==> src/rtl/uart_rx_core.sv <==
module uart_rx_core #(
  parameter int OVS   = 16,
  parameter int SYNC  = 2
) (
  input  logic       clk,
  input  logic       rst_n,
  input  logic       tick,
  input  logic       rx_in,
  input  logic       loop_en,
  input  logic       loop_in,
  input  logic [1:0] word_len,
  input  logic       par_en,
  input  logic       par_even,
  input  logic       par_force,
  input  logic       rd_data,
  input  logic       rd_status,
  output logic [7:0] rx_byte,
  output logic       data_ready,
  output logic       overrun,
  output logic       parity_err,
  output logic       frame_err,
  output logic       break_det
);
  localparam int CW = $clog2(OVS);
  localparam logic [CW-1:0] MID  = CW'(OVS/2 - 1);
  localparam logic [CW-1:0] LAST = CW'(OVS - 1);

  typedef enum logic [2:0] {S_IDLE, S_START, S_DATA, S_PAR, S_STOP, S_HOLD} st_t;

  st_t st;
  logic [SYNC-1:0] sync;
  logic [CW-1:0]   cnt;
  logic [2:0]      bitn;
  logic [7:0]      shreg;
  logic            par_bit, all_zero, rx_last;

  wire line_in  = loop_en ? loop_in : rx_in;
  wire rx_s     = sync[SYNC-1];
  wire [2:0] last_bit = {1'b0, word_len} + 3'd4;
  wire exp_par  = par_force ? ~par_even : (par_even ? ^shreg : ~^shreg);
  wire is_brk   = all_zero & ~rx_s;
  wire at_end   = (cnt == LAST);

  always_ff @(posedge clk or negedge rst_n) begin
    if (!rst_n) sync <= '1;
    else        sync <= {sync[SYNC-2:0], line_in};
  end

  always_ff @(posedge clk or negedge rst_n) begin
    if (!rst_n) begin
      st <= S_IDLE; cnt <= '0; bitn <= '0; shreg <= '0;
      par_bit <= 1'b0; all_zero <= 1'b0; rx_last <= 1'b1;
      rx_byte <= '0; data_ready <= 1'b0; overrun <= 1'b0;
      parity_err <= 1'b0; frame_err <= 1'b0; break_det <= 1'b0;
    end else begin
      if (rd_data) begin
        data_ready <= 1'b0; parity_err <= 1'b0;
        frame_err <= 1'b0;  break_det <= 1'b0;
      end
      if (rd_status) overrun <= 1'b0;
      if (tick) begin
        rx_last <= rx_s;
        case (st)
          S_IDLE: if (rx_last && !rx_s) begin
            st <= S_START; cnt <= '0;
          end
          S_START: if (cnt == MID) begin
            cnt <= '0;
            if (rx_s) st <= S_IDLE;
            else begin
              st <= S_DATA; bitn <= '0; shreg <= '0; all_zero <= 1'b1;
            end
          end else cnt <= cnt + 1'b1;
          S_DATA: if (at_end) begin
            cnt <= '0;
            shreg[bitn] <= rx_s;
            all_zero <= all_zero & ~rx_s;
            if (bitn == last_bit) st <= par_en ? S_PAR : S_STOP;
            else bitn <= bitn + 1'b1;
          end else cnt <= cnt + 1'b1;
          S_PAR: if (at_end) begin
            cnt <= '0; par_bit <= rx_s;
            all_zero <= all_zero & ~rx_s;
            st <= S_STOP;
          end else cnt <= cnt + 1'b1;
          S_STOP: if (at_end) begin
            cnt <= '0;
            st <= is_brk ? S_HOLD : S_IDLE;
            if (data_ready && !rd_data) overrun <= 1'b1;
            else begin
              data_ready <= 1'b1;
              rx_byte    <= is_brk ? 8'h00 : shreg;
              parity_err <= par_en & ~is_brk & (par_bit != exp_par);
              frame_err  <= ~rx_s;
              break_det  <= is_brk;
            end
          end else cnt <= cnt + 1'b1;
          S_HOLD: if (rx_s) st <= S_IDLE;
          default: st <= S_IDLE;
        endcase
      end
    end
  end
endmodule


==> config.mk <==
export PLATFORM = sky130hd
export DESIGN_NAME = uart_rx_core
export DESIGN_NICKNAME = d
export VERILOG_FILES = /design/src/rtl/uart_rx_core.sv
export SDC_FILE = /design/constraint.sdc
export NUM_CORES = 1
export LEC_CHECK = 0
export BUFFER_PORTS_ARGS = -buffer_cell sky130_fd_sc_hd__buf_2
export CORE_MARGIN = 4
export CORE_UTILIZATION = 50
export CTS_BUF_LIST = sky130_fd_sc_hd__clkbuf_4 sky130_fd_sc_hd__clkbuf_8
export DETAILED_ROUTE_END_ITERATION = 8
export PLACE_DENSITY = 0.71
export SETUP_SLACK_MARGIN = 0.05
export SLEW_MARGIN = 10
export SYNTH_ARGS = -nofsm -noshare
export SYNTH_HDL_FRONTEND = slang
export SYNTH_SLANG_ARGS = --single-unit
==> constraint.sdc <==
create_clock -name clk -period 1.9 [get_ports clk]
set_input_delay 0.38 -clock clk [delete_from_list [all_inputs] [get_ports clk]]
set_output_delay 0.38 -clock clk [all_outputs]
set_load 0.01 [all_outputs]
======== After elaboration in Yosys (flattened, before gate mapping) ========
Index checks and enable logic that the tools add are counted.
storage, ports and cells
  register bits after elaboration ......... 36
  input bits .............................. 13
  output and inout port bits .............. 13
  logic and storage cells ................. 125
operators by class
  $add $sub $neg .......................... 3
  order comparisons ....................... 2
  eq/ne operators ......................... 19
  mux-type cells .......................... 60
  bitwise operators ....................... 7
  reductions and logical operators ........ 20
operators by type and width
  cell                                                count
  two-way mux 3 bit                                   13
  two-way mux 1 bit                                   32
  two-way mux 8 bit                                   4
  inequality test 2 bit, second input constant        9
  case mux 3 bit (6 select lines)                     1
  case mux 8 bit (2 select lines)                     1
  two-way mux 4 bit                                   3
  case mux 4 bit (3 select lines)                     1
  AND reduction 5 bit                                 2
  bitwise mux 8 bit                                   1
  AND reduction 8 bit                                 1
  XNOR reduction 8 bit                                1
  parity 8 bit                                        1
  == test 3 x 2 -> 1 bit, second input constant       2
  == test 3 bit, second input constant                2
  case mux 3 bit (2 select lines)                     1
  AND reduction 3 bit                                 2
  AND reduction 6 bit                                 1
  adder 4 x 1 -> 4 bit, second input constant         1
  == test 4 x 3 -> 1 bit, second input constant       1
  == test 4 bit, second input constant                1
  < comparator 3 x 4 -> 1 bit, second input constant  1
  inverter 1 bit                                      4
  AND reduction 4 bit                                 1
  other kinds (18)                                    24

======== Longest topological paths before layout ========
  depth after elaboration ................. 9
  gate-level depth with buffers ........... 7
  depth with buffers taken out ............ 6

======== Worst setup path before layout ========
OpenSTA, ideal clock, no wires.
  path kind ............................... reg2reg
  start point ............................. register cnt[0]
  end point ............................... register st[0]
  setup time .............................. 0.125 ns
  arrival time ............................ 1.584 ns
  required time ........................... 1.775 ns
  slack ................................... 0.191 ns
  cell stages (with the launch flop) ...... 7
  buffers on the path ..................... 0
  clock period less this slack ............ 1.709 ns
  path through ............................ dfrtp_1 -> ha_1 -> nand2_1 -> o21ai_0 -> nand4_1 -> nor3_1 -> mux2_2
on the way
  cells in the longest elaborated chain, start to end .. 3
  elaborated cells between the ends (all ways) .. 7
  those cells by class .................... 6 x eq/ne; 1 x reduce/logical
RTL lines
  item                                                     line    text
  start: declaration                                       32      logic [CW-1:0] cnt;
  start signal: assignment                                 73      end else cnt <= cnt + 1'b1;
  start signal: assignment                                 80      end else cnt <= cnt + 1'b1;
  start signal: assignment                                 85      end else cnt <= cnt + 1'b1;
  == test 4 x 3 -> 1 bit or == test 4 bit (tied branches)  67, 42
  inequality test 2 bit (no line)                          -
  AND reduction 8 bit (no line) (*)                        -
  end signal: assignment                                   78      if (bitn == last_bit) st <= par_en ? S_PAR : S_STOP;
  end signal: assignment                                   88      st <= is_brk ? S_HOLD : S_IDLE;
  end: declaration                                         30      st_t st;
Every way passes the cells marked *; elsewhere a longest branch is shown, timed or not.
A chain may end at the register's enable or synchronous reset.

======== Final worst setup path ========
  start point ............................. register cnt[3]
  end point ............................... register shreg[4]
on the way
  cells in the longest elaborated chain, start to end .. 3
  elaborated cells between the ends (all ways) .. 5
  those cells by class .................... 4 x eq/ne; 1 x reduce/logical
RTL lines
  item                                                     line    text
  == test 4 x 3 -> 1 bit or == test 4 bit (tied branches)  67, 42
  inequality test 2 bit (no line)                          -
  AND reduction 5 bit (no line) (*)                        -
  end signal: indexed assignment                           76      shreg[bitn] <= rx_s;
  end: declaration                                         34      logic [7:0] shreg;
Marked as above.

==> qor.yml <==
synthesis:
  synth_enable_flop_cells: 0
  syn_area_um2: 1990
  yosysWarnings: 0
  ys.flop_type: "dfrtp_1"
  synth_top_cell_area_share_pct: 41.4
  ys_seq_area_share_pct: 45.4
  syn_area_per_cell_um2: 9.28
  syn_inst: 215
  yosysMostFrequentCell: "nand2_1"
  synthArstFlopShare_pct: 100
  synth_common_cells: "nand2_1 (36), dfrtp_1 (33), o21ai_0 (20)"
  synth_nets: 230
  synth.distinct_cells: 46
  ys_seq_elements: 36
  synthTopCellsByArea: "dfrtp_1 (41%), nand2_1 (6.8%), o21ai_0 (5.0%), mux2i_1 (4.0%), dfstp_2 (4.0%)"
  synth_top_cell_by_area: "dfrtp_1"
setup_path:
  slowest_delay_ps: 530
  crit_type: "flop to flop"
  r2r_slack_ps: 120
  cp-end-kind: "flop"
  crit_arrival_ps: 1990
  path_cells: "or4b_1, a21oi_4, nand2b_4, nor3b_2, mux2i_1"
  required_ps: 2110
  critPathSlowestCell: "or4b_1"
  start_kind: "flop"
  path_max_fanout: 8
outcome:
  status: "finished, final reports clean"
sta:
  fin_worst_skew_ps: 5.86
  hold_violations: 0
  fin_hold_ws_ps: 48.9
  final_max_slew_viol_count: 0
  max_freq_ghz: 0.562
  slew_headroom_pct: 71.6
  setup_tns_ps: 0
  setup-violations-final: 0
  worst_pin_slew_ps: 426
  rsz0062_at_grt: "yes"
  timing.final.crit_share_pct: 93.6
  fin_crit_ps: 1780
finish:
  area_growth_pct: 22.2
  fin_nets: 270
  drive_gt1_share_pct: 27.3
  fill_cells: 319
  fin_cells: 304
  diodes: 0
global_routing:
  grtUsageMet2_pct: 26.8
  antenna_found_initial: 0
  grt_use_met1_pct: 25.2
  grt_pass1_vias: 1589
  overflow: 0
  top_usage_layer: "met2"
  grt_pass1_wl_mm: 7.33
  grt.total_usage_pct: 18.0
  grt_max_degree: 37
  use_met3_pct: 4.97
hold_path:
  hold_class: "input port to asynchronous set/reset pin"
drt:
  ant_nets: 0
  finalWirelength_mm: 4.21
  dr.pass1.iters: 4
  vias: 1654
  drt_iter0_drc: 103
  routedWlPerCell_um: 13.8
  vias_per_cell: 5.44
  drc_errors: 0
floorplan:
  die_h_um: 71.2
  core_area_um2: 3740
  chipWidth_um: 71.2
  dieArea_um2: 5060
  rows: 22
  initial_core_util_pct: 53.3
  ios: 26
pwr:
  switchingPower_mw: 0.956
  p_sw_share_pct: 35.5
  clockPowerShare_pct: 24.9
  peakVddDrop_mv: 0.783
  power.density_nw_per_um2: 1100
  p_int_mw: 1.74
  leakage_nw: 1.10
  pwr-share-seq_pct: 37.7
  pwr-share-comb_pct: 37.4
clock_network:
  clock_latency_ps: 290
  htreeDepth: 2
  cts_root_buf: "clkbuf_8"
  cts_tree: "done"
  clock_path_buffers: 2
  path_clk_slew_ps: 80
  cts_sinks: 36
  cts_buffers: 5
  hold_buffers: 0
flow_run:
  maxCapViolCount: 0
place:
  numPlacedInstances: 294
  gp_congestion: 0.842
  dp_hpwl_mm: 3.08
  port_buffers: 25
[power groups by stage]
stage | clock, mW | sequential [mW] | combinational [mW]
floorplan | 0 | 0.942 | 0.688
global placement | 0 | 1.01 | 0.950
detailed placement | 0 | 1.02 | 0.972
CTS | 0.689 | 1.00 | 0.983
global route | 0.724 | 1.03 | 1.13
finish | 0.670 | 1.01 | 1.01
[through the flow]
| step | setup slack (ps) | total power, mW | instance area, um2 | util [%] |
|---|---|---|---|---|
| after floorplan | 191 | 1.63 | 1990 | - |
| after global placement | 101 | 1.96 | 2270 | 60.7 |
| after detailed placement | 41.5 | 1.99 | 2270 | 60.7 |
| after CTS | 71.2 | 2.68 | 2390 | 63.8 |
| after global routing | -3.21 | 2.89 | 2440 | 65.1 |
| final | 121 | 2.69 | 2440 | 65.1 |
[registers in the layout, summed over array words and instances (netlist names), 2 cells and up]
register,cells
cnt,4
rx_byte,8
st,3
shreg,8
bitn,3
sync,2
[placed cells by master, fill, tap and decap left out, types with 2 or more instances in the layout]
cell type  Yosys  final
buf_2          3     25
nor2b_1        5      5
a22oi_1        2      2
o21ai_1        0      2
nor2_1         9      8
o41ai_1        2      2
dfrtp_1       33     31
clkbuf_8       0      5
nand4_1        2      2
o31ai_1        4      4
buf_4          0     18
nand2_1       36     36
o21ai_0       20     18
xnor2_1        9      9
nand3_1       12     12
dfrtp_2        0      2
o211ai_1       2      2
mux2i_1        8      8
inv_1          8      8
dfstp_2        3      3
nand3b_1       6      6
nor3_1         3      3
nor3b_2        3      3
a21oi_1        2      2
o22ai_1        2      2
nand2b_1       6      6
xor2_1         2      2
mux2_2         4      4
[per-layer routing]
metal	vias up	share of wire [%]
met5	-	0
met4	0	1.7
met3	8	5.7
met2	47	43
met1	764	49
li1	835	-
[final timing paths]
kind,start,end,depth (start not counted)
max in group asynchronous,rst_n,sync[0],2
min in group clk,rd_status,overrun,2
max,cnt[3],shreg[4],5
min reg2reg,sync[0],sync[1],0
max reg2reg,cnt[3],shreg[4],5
min,rst_n,break_det,2
[layout make-up]
class | instances | area [um2] | area share, %
sequential | 36 | 907 | 37.2
clock buffer | 5 | 68.8 | 2.82
tap | 48 | 60.1 | 2.46
timing repair buffer | 44 | 280 | 11.5
inverter | 8 | 30.0 | 1.23
clock inverter | 3 | 42.5 | 1.75
multi-input combinational | 160 | 1050 | 43.0
[critical path: cells and delay by family (launching register included)]
kind,cells,cell delay (ps)
flip-flops,1,450
AND/OR/NAND/NOR,3,860
AO/OA/AOI/OAI,1,200
multiplexers,1,190
[cells by family (layout without fill, tap and decap cells)]
| family | after synthesis | in the layout | share of synthesized area, % |
|---|---|---|---|
| compound gates | 43 | 43 | 13.9 |
| simple gates | 92 | 92 | 24.5 |
| mux | 12 | 12 | 6.27 |
| buf+inv | 19 | 60 | 3.83 |
| xor+xnor | 11 | 11 | 4.83 |
| flops | 36 | 36 | 45.4 |
| fa+ha+maj | 2 | 2 | 1.25 |
[what timing repair did]
item                                    4_1_cts  5_1_grt
pin swaps                                     0        1
cloned                                        0        0
endpoints found under the hold margin         0        0
gates resized for setup                       2        8
setup buffers                                 0        2
endpoints found under the setup margin        3       17
No activity file was read; power rests on OpenSTA's default activity.
